<file path="src/rtl/tdm_pkg.sv">
package tdm_pkg;

   typedef enum logic {
      ORDER_MSB_FIRST = 1'b0,
      ORDER_LSB_FIRST = 1'b1
   } bit_order_e;

   function automatic int unsigned width_of(int unsigned n);
      return (n < 2) ? 1 : $clog2(n);
   endfunction

endpackage

</file>
<file path="src/rtl/tdm_clkgen.sv">
module tdm_clkgen #(
   parameter int unsigned BIT_DIV = 2,
   parameter int unsigned DATA_W  = 8,
   parameter int unsigned N_SLOTS = 16,
   localparam int unsigned DIV_W  = tdm_pkg::width_of(BIT_DIV),
   localparam int unsigned BIT_W  = tdm_pkg::width_of(DATA_W),
   localparam int unsigned SLOT_W = tdm_pkg::width_of(N_SLOTS)
) (
   input  logic              clk,
   input  logic              rst_n,
   input  logic              en,
   output logic              tick,
   output logic              live,
   output logic              last_bit,
   output logic [SLOT_W-1:0] slot_idx,
   output logic [SLOT_W-1:0] next_slot,
   output logic              fsync,
   output logic              sclk
);
   localparam logic [DIV_W-1:0]  DIV_LAST  = DIV_W'(BIT_DIV - 1);
   localparam logic [DIV_W-1:0]  DIV_HALF  = DIV_W'(BIT_DIV / 2);
   localparam logic [BIT_W-1:0]  BIT_LAST  = BIT_W'(DATA_W - 1);
   localparam logic [SLOT_W-1:0] SLOT_LAST = SLOT_W'(N_SLOTS - 1);

   logic [DIV_W-1:0]  div_q;
   logic [BIT_W-1:0]  bit_q;
   logic [SLOT_W-1:0] slot_q;
   logic              live_q;

   assign tick      = en && (div_q == DIV_LAST);
   assign last_bit  = (bit_q == BIT_LAST);
   assign next_slot = (slot_q == SLOT_LAST) ? '0 : slot_q + SLOT_W'(1);
   assign fsync     = en && last_bit && (slot_q == SLOT_LAST);
   assign sclk      = en && (div_q >= DIV_HALF);
   assign slot_idx  = slot_q;
   assign live      = live_q;

   always_ff @(posedge clk or negedge rst_n) begin
      if (!rst_n) begin
         div_q  <= '0;
         bit_q  <= BIT_LAST;
         slot_q <= SLOT_LAST;
         live_q <= 1'b0;
      end else if (!en) begin
         div_q  <= '0;
         bit_q  <= BIT_LAST;
         slot_q <= SLOT_LAST;
         live_q <= 1'b0;
      end else if (tick) begin
         div_q  <= '0;
         live_q <= 1'b1;
         if (last_bit) begin
            bit_q  <= '0;
            slot_q <= next_slot;
         end else begin
            bit_q  <= bit_q + BIT_W'(1);
         end
      end else begin
         div_q <= div_q + DIV_W'(1);
      end
   end
endmodule

</file>
<file path="src/rtl/tdm_txq.sv">
module tdm_txq #(
   parameter int unsigned DATA_W = 8,
   parameter int unsigned DEPTH  = 4,
   localparam int unsigned PTR_W = tdm_pkg::width_of(DEPTH),
   localparam int unsigned CNT_W = $clog2(DEPTH + 1)
) (
   input  logic              clk,
   input  logic              rst_n,
   input  logic              push,
   input  logic [DATA_W-1:0] push_data,
   input  logic              pop,
   output logic [DATA_W-1:0] head,
   output logic              empty,
   output logic              ovf
);
   localparam logic [PTR_W-1:0] PTR_LAST = PTR_W'(DEPTH - 1);

   logic [DATA_W-1:0] mem [DEPTH];
   logic [PTR_W-1:0]  rd_q, wr_q;
   logic [CNT_W-1:0]  cnt_q;
   logic              push_ok, pop_ok;

   assign push_ok = push && (cnt_q != CNT_W'(DEPTH));
   assign pop_ok  = pop && (cnt_q != '0);
   assign empty   = (cnt_q == '0);
   assign head    = mem[rd_q];

   always_ff @(posedge clk) begin
      if (push_ok) mem[wr_q] <= push_data;
   end

   always_ff @(posedge clk or negedge rst_n) begin
      if (!rst_n) begin
         rd_q  <= '0;
         wr_q  <= '0;
         cnt_q <= '0;
         ovf   <= 1'b0;
      end else begin
         if (push_ok) wr_q <= (wr_q == PTR_LAST) ? '0 : wr_q + PTR_W'(1);
         if (pop_ok)  rd_q <= (rd_q == PTR_LAST) ? '0 : rd_q + PTR_W'(1);
         cnt_q <= cnt_q + CNT_W'(push_ok) - CNT_W'(pop_ok);
         if (push && !push_ok) ovf <= 1'b1;
      end
   end
endmodule

</file>
<file path="src/rtl/tdm_tx.sv">
module tdm_tx #(
   parameter int unsigned DATA_W  = 8,
   parameter int unsigned N_DEST  = 8,
   parameter int unsigned Q_DEPTH = 4,
   parameter tdm_pkg::bit_order_e ORDER = tdm_pkg::ORDER_MSB_FIRST,
   localparam int unsigned ADDR_W = tdm_pkg::width_of(N_DEST)
) (
   input  logic              clk,
   input  logic              rst_n,
   input  logic              en,
   input  logic              push,
   input  logic [ADDR_W-1:0] push_dest,
   input  logic [DATA_W-1:0] push_data,
   input  logic              tick,
   input  logic              last_bit,
   input  logic [ADDR_W-1:0] owner_next,
   output logic              tx_sd,
   output logic [N_DEST-1:0] ovf
);
   logic [DATA_W-1:0] head [N_DEST];
   logic [N_DEST-1:0] empty;
   logic [DATA_W-1:0] load_byte;
   logic [DATA_W-1:0] sh_q, sh_next;
   logic              slot_start;

   assign slot_start = tick && last_bit;

   for (genvar g = 0; g < N_DEST; g++) begin : g_queue
      tdm_txq #(.DATA_W(DATA_W), .DEPTH(Q_DEPTH)) i_txq (
         .clk       (clk),
         .rst_n     (rst_n),
         .push      (push && (push_dest == ADDR_W'(g))),
         .push_data (push_data),
         .pop       (slot_start && (owner_next == ADDR_W'(g))),
         .head      (head[g]),
         .empty     (empty[g]),
         .ovf       (ovf[g])
      );
   end

   always_comb begin
      load_byte = '0;
      for (int g = 0; g < N_DEST; g++) begin
         if (owner_next == ADDR_W'(g) && !empty[g]) load_byte = head[g];
      end
   end

   if (ORDER == tdm_pkg::ORDER_MSB_FIRST) begin : g_msb
      assign tx_sd   = sh_q[DATA_W-1];
      assign sh_next = {sh_q[DATA_W-2:0], 1'b0};
   end else begin : g_lsb
      assign tx_sd   = sh_q[0];
      assign sh_next = {1'b0, sh_q[DATA_W-1:1]};
   end

   always_ff @(posedge clk or negedge rst_n) begin
      if (!rst_n)          sh_q <= '0;
      else if (!en)        sh_q <= '0;
      else if (slot_start) sh_q <= load_byte;
      else if (tick)       sh_q <= sh_next;
   end
endmodule

</file>
<file path="src/rtl/tdm_rx.sv">
module tdm_rx #(
   parameter int unsigned DATA_W = 8,
   parameter int unsigned ADDR_W = 3,
   parameter tdm_pkg::bit_order_e ORDER = tdm_pkg::ORDER_MSB_FIRST
) (
   input  logic              clk,
   input  logic              rst_n,
   input  logic              tick,
   input  logic              live,
   input  logic              last_bit,
   input  logic              rx_sd,
   input  logic [ADDR_W-1:0] cur_dest,
   input  logic              rx_ready,
   output logic              rx_valid,
   output logic [DATA_W-1:0] rx_byte,
   output logic [ADDR_W-1:0] rx_dest,
   output logic              rx_orun
);
   logic [DATA_W-2:0] sh_q;
   logic [DATA_W-1:0] assembled;
   logic              sample, done, deliver;

   if (ORDER == tdm_pkg::ORDER_MSB_FIRST) begin : g_msb
      assign assembled = {sh_q, rx_sd};
   end else begin : g_lsb
      assign assembled = {rx_sd, sh_q};
   end

   assign sample  = tick && live;
   assign done    = sample && last_bit && (assembled != '0);
   assign deliver = done && rx_ready;

   always_ff @(posedge clk or negedge rst_n) begin
      if (!rst_n) begin
         sh_q     <= '0;
         rx_valid <= 1'b0;
         rx_byte  <= '0;
         rx_dest  <= '0;
         rx_orun  <= 1'b0;
      end else begin
         rx_valid <= deliver;
         if (sample) begin
            if (ORDER == tdm_pkg::ORDER_MSB_FIRST) sh_q <= assembled[DATA_W-2:0];
            else                                   sh_q <= assembled[DATA_W-1:1];
         end
         if (deliver) begin
            rx_byte <= assembled;
            rx_dest <= cur_dest;
         end
         if (done && !rx_ready) rx_orun <= 1'b1;
      end
   end
endmodule

</file>
<file path="src/rtl/tdm_slot_mux.sv">
module tdm_slot_mux #(
   parameter int unsigned DATA_W  = 8,
   parameter int unsigned N_SLOTS = 16,
   parameter int unsigned N_DEST  = 8,
   parameter int unsigned Q_DEPTH = 4,
   parameter int unsigned BIT_DIV = 2,
   parameter tdm_pkg::bit_order_e ORDER = tdm_pkg::ORDER_MSB_FIRST,
   localparam int unsigned ADDR_W = tdm_pkg::width_of(N_DEST),
   localparam int unsigned SLOT_W = tdm_pkg::width_of(N_SLOTS)
) (
   input  logic              clk,
   input  logic              rst_n,
   input  logic              link_en,
   input  logic              cfg_we,
   input  logic [SLOT_W-1:0] cfg_slot,
   input  logic [ADDR_W-1:0] cfg_dest,
   input  logic              tx_push,
   input  logic [ADDR_W-1:0] tx_dest,
   input  logic [DATA_W-1:0] tx_byte,
   output logic [N_DEST-1:0] tx_ovf,
   input  logic              rx_sd,
   input  logic              rx_ready,
   output logic              rx_valid,
   output logic [DATA_W-1:0] rx_byte,
   output logic [ADDR_W-1:0] rx_dest,
   output logic              rx_orun,
   output logic              tx_sd,
   output logic              fsync,
   output logic              sclk
);
   if (BIT_DIV < 2) begin : g_bad_div
      $error("BIT_DIV must be at least 2");
   end
   if (DATA_W < 2) begin : g_bad_width
      $error("DATA_W must be at least 2");
   end
   if (N_SLOTS < 2 || Q_DEPTH < 1 || N_DEST < 1) begin : g_bad_size
      $error("N_SLOTS, Q_DEPTH and N_DEST out of range");
   end

   logic [ADDR_W-1:0]         slot_map [N_SLOTS];
   logic [N_SLOTS*ADDR_W-1:0] map_flat;
   logic                      tick, live, last_bit;
   logic [SLOT_W-1:0]         slot_idx, next_slot;

   always_ff @(posedge clk or negedge rst_n) begin
      if (!rst_n) begin
         for (int i = 0; i < N_SLOTS; i++) slot_map[i] <= ADDR_W'(i % N_DEST);
      end else if (cfg_we && !link_en) begin
         slot_map[cfg_slot] <= cfg_dest;
      end
   end

   for (genvar s = 0; s < N_SLOTS; s++) begin : g_flat
      assign map_flat[s*ADDR_W +: ADDR_W] = slot_map[s];
   end

   tdm_clkgen #(.BIT_DIV(BIT_DIV), .DATA_W(DATA_W), .N_SLOTS(N_SLOTS)) i_clkgen (
      .clk       (clk),
      .rst_n     (rst_n),
      .en        (link_en),
      .tick      (tick),
      .live      (live),
      .last_bit  (last_bit),
      .slot_idx  (slot_idx),
      .next_slot (next_slot),
      .fsync     (fsync),
      .sclk      (sclk)
   );

   tdm_tx #(.DATA_W(DATA_W), .N_DEST(N_DEST), .Q_DEPTH(Q_DEPTH), .ORDER(ORDER)) i_tx (
      .clk        (clk),
      .rst_n      (rst_n),
      .en         (link_en),
      .push       (tx_push),
      .push_dest  (tx_dest),
      .push_data  (tx_byte),
      .tick       (tick),
      .last_bit   (last_bit),
      .owner_next (slot_map[next_slot]),
      .tx_sd      (tx_sd),
      .ovf        (tx_ovf)
   );

   tdm_rx #(.DATA_W(DATA_W), .ADDR_W(ADDR_W), .ORDER(ORDER)) i_rx (
      .clk      (clk),
      .rst_n    (rst_n),
      .tick     (tick),
      .live     (live),
      .last_bit (last_bit),
      .rx_sd    (rx_sd),
      .cur_dest (slot_map[slot_idx]),
      .rx_ready (rx_ready),
      .rx_valid (rx_valid),
      .rx_byte  (rx_byte),
      .rx_dest  (rx_dest),
      .rx_orun  (rx_orun)
   );
endmodule

</file>
<file path="config.mk">
export PLATFORM = sky130hd
export DESIGN_NAME = tdm_slot_mux
export DESIGN_NICKNAME = d
export VERILOG_FILES = /design/src/rtl/tdm_pkg.sv /design/src/rtl/tdm_clkgen.sv /design/src/rtl/tdm_txq.sv /design/src/rtl/tdm_tx.sv /design/src/rtl/tdm_rx.sv /design/src/rtl/tdm_slot_mux.sv
export SDC_FILE = /design/constraint.sdc
export NUM_CORES = 1
export LEC_CHECK = 0
export BUFFER_PORTS_ARGS = -buffer_cell sky130_fd_sc_hd__buf_2
export CAP_MARGIN = 20
export CORE_UTILIZATION = 56
export DETAILED_ROUTE_END_ITERATION = 16
export PLACE_DENSITY = 0.76
export SYNTH_ARGS = -nofsm -noshare
export SYNTH_HDL_FRONTEND = slang
export SYNTH_SLANG_ARGS = --single-unit
export TNS_END_PERCENT = 10
</file>
<file path="constraint.sdc">
create_clock -name clk -period 4.1 [get_ports clk]
set_input_delay 1.23 -clock clk [delete_from_list [all_inputs] [get_ports clk]]
set_output_delay 1.23 -clock clk [all_outputs]
set_load 0.01 [all_outputs]
</file>
==> reports/qor.txt <==
Pwr Total: 0.0121 W
WP buf/inv: 2
Setup CP Type: register to register
CP top delay family: adder cells
Synth Area in Compound Gates: 5.25%
Gr usage total: 23.2%
Clock buffer depth: 3
Slowest cell delay on critical path: 620 ps
Crit-path cells: ha_1 > a31o_4 > mux4_1 > a22oi_4 > o211ai_4 > nand2b_4 > nor3b_2 > nand2_1 > inv_1 > ha_1 > inv_1 > ha_1 > fa_1 > xnor2_1 > xnor2_1
Slew Viols, Final: 0
Simple-gate share of the synthesized area: 6.45%
Setup crit start kind: register
Hold WC Path Type: register to register
Crit. End Element: register
Reg-to-reg setup timing slack: 210 ps
Largest cells by area after synthesis: edfxtp_1, dfrtp_1, mux4_2
FF+latch count, synth: 405
Largest net degree at the start of global routing: 74
Number of global-route vias before repair: 10.1k
Final setup viols: 0
Syn Inst Count: 1,119
Post-synthesis sequential area ratio: 63.6%
Ys Warns: 0
Mean Syn Cell Area: 16.1 sq um
CTS Sinks: 405
PwrDens: 600 mW/mm^2
Initial DRT Pass Iterations: 5
Global-route wire length before repair: 57.4 mm
Xor/xnor cell area share of the yosys netlist: 0.876%
FF-to-FF End: i_tx.g_queue[0].i_txq.cnt_q[2]
Flop pwr share: 45.7%
Worst r2r src: i_clkgen.slot_idx[0]
Multiplexer share of the synthesized area: 16.1%
Worst path slowest cell: mux4_1
Post-Route WL: 36.7 mm
Minimum clock period: 3890 ps
Post-DRT Antenna Nets: 0
CTS tree: built
Async SR Flop Fraction: 36.8%
N_diodes: 0
Switching Power: 0.00356 W
Final Wtd Congestion: 0.830
EDFF count, synth: 256
# port buffers: 48
Switching share of power: 29.4%
Worst-case hold path end point: i_tx.g_queue[1].i_txq.ovf
WP data arrival: 4370 ps
# IOs: 49
DR vias/cell: 6.00
Status: finished clean
Synth cell count leaders: edfxtp_1, dfrtp_1, mux4_2, mux2_2, nand2_1
Initial cell density of the core: 57.1%
Final worst path period share: 95.0%
Main synth FF type: edfxtp_1
Syn Std Cell Area: 0.0180 sq mm
Htree depth: 2
Area Growth Syn to Fin: 12.1%
Worst rel slew slack: 48.8%
Internal power: 0.00856 W
Post-layout worst setup margin: 207 ps
Static leakage: 7.81 nW
Most used cell, CP: ha_1
Layout cells sized above 1: 29.0%
Starting DRT DRC Count: 859
Clock Power Share: 31.6%
Core box area: 0.0316 sq mm
CP max FO: 11
Setup Skew: 29.3 ps
Synth top area share: 42.7%
GRT overflow: 0
Cell taking the most area after synthesis: edfxtp_1
Number of CTS-inserted buffers: 43
Synth cell types: 68
FMAX: 257 MHz
Vert. Die Dim: 181 microns
HP Start: i_tx.g_queue[1].i_txq.ovf
Vias: 9,772
Largest family of logic cells by synthesized area: multiplexers
Die area: 0.0329 sq mm
Mapped Nets: 1,211
Endpoints failing hold: 0
Max Cap Viol: 0
Most instantiated library cell after synthesis: edfxtp_1
Fill count: 2,246
Final net count: 1,285
Worst-Skew Late Latency: 550 ps
DRC: 0
Reg2Reg Depth: 15
Die width: 181 microns
Core Rows: 65
Logic pwr share: 22.8%
Hpwl dp: 24.1 mm
Worst VDD drop: 0.000423 V
Worst slew pin tran: 767 ps
CTS Root Cell: clkbuf_16
Initial antenna violation count: 0
Util after Layout: 64.0%
Hold Path Stages: 1
Post-Place Setup Slack: -84.6 ps
Clk pin slew, worst setup/hold paths: 60 ps
Wire per inst: 22.5 microns
Fin Hold WS: 461 ps
Critical path required time: 4580 ps
Area share of fa/ha/maj cells after synthesis: 4.99%
[power groups by stage]
stage | Clock (W) | Sequential [W] | Combinational (W)
after floorplan | 0 | 0.00525 | 0.00219
after global placement | 0 | 0.00559 | 0.00259
after detailed placement | 0 | 0.00561 | 0.00270
after CTS | 0.00388 | 0.00554 | 0.00272
after global routing | 0.00403 | 0.00563 | 0.00303
final | 0.00383 | 0.00553 | 0.00276
[placed cells by master, fill, tap and decap left out, types with 9 or more instances in the layout]
cell type	instances
and2_1	38
a22oi_1	14
mux2_2	76
or3_1	11
nor2b_1	13
buf_4	32
mux2i_1	11
clkbuf_16	43
xnor2_1	12
o21ai_0	29
inv_1	61
buf_2	47
dfrtp_1	118
dfstp_2	31
ha_1	59
mux4_2	83
nor2_1	29
edfxtp_1	256
nand2_1	69
clkbuf_1	13
nor3_1	11
a21oi_1	9
[layer usage]
metal / GRT usage [%] / vias to the layer above / share of wire (%)
li1: - / 4397 / -
met1: 32.0 / 5020 / 43
met5: 0 / - / 0
met3: 4.15 / 75 / 5.6
met2: 37.5 / 280 / 48
met4: 7.93 / 0 / 3.1
[sequential cells by signal, indices dropped and copies added, names as in the netlist, 7 cells and up]
register and count:
i_tx.g_queue.i_txq.wr_q 16, i_tx.g_queue.i_txq.ovf 8, i_tx.g_queue.i_txq.cnt_q 24, i_tx.g_queue.i_txq.mem 256, map_flat 48, i_rx.rx_byte 8
i_tx.sh_q 8, i_rx.sh_q 7, i_tx.g_queue.i_txq.rd_q 16
[layout make-up]
class	count	area (sq um)	share of cell area, %
sequential	405	11500	56.7
multi-input combinational	601	6100	30.2
clock buffer	59	1170	5.78
timing repair buffer	81	507	2.51
tap	402	503	2.49
clock inverter	19	233	1.15
inverter	61	229	1.13
[worst max path at each step]
stage	cells after the start	start	endpoint	slack, ps
finish	15	i_clkgen.slot_idx[0]	i_tx.g_queue[0].i_txq.cnt_q[2]	210
floorplan	16	i_clkgen.slot_idx[0]	i_tx.g_queue[5].i_txq.cnt_q[2]	320
global placement	15	i_clkgen.slot_idx[0]	i_tx.g_queue[1].i_txq.cnt_q[2]	70
CTS	15	i_clkgen.slot_idx[0]	i_tx.g_queue[0].i_txq.cnt_q[2]	60
global route	15	i_clkgen.slot_idx[0]	i_tx.g_queue[0].i_txq.cnt_q[2]	-0.7
detailed placement	15	i_clkgen.slot_idx[0]	i_tx.g_queue[1].i_txq.cnt_q[2]	-80
[repair_timing]
action                                  4_1_cts  5_1_grt
endpoints found under the setup margin        2       12
setup buffers                                 0        2
pin swaps                                     0        2
gates resized for setup                       1        7
hold buffers                                  0        0
[through the flow]
stage	cells	TNS (ps)	instance area (sq um)
6_report	1628	0	20200
5_1_grt	1628	-0.710	20200
4_1_cts	1626	0	20100
3_5_place_dp	1548	-86.4	18700
3_3_place_gp	1548	0	18700
2_1_floorplan	1119	0	18000
[cells by family after synthesis]
family	Yosys count
multiplexers	174
AO/OA/AOI/OAI	124
adder cells (fa/ha/maj)	67
AND/OR/NAND/NOR	218
flip-flops	405
XOR/XNOR	18
buffers and inverters	113
Note: power is estimated with default switching activity, not from simulation.
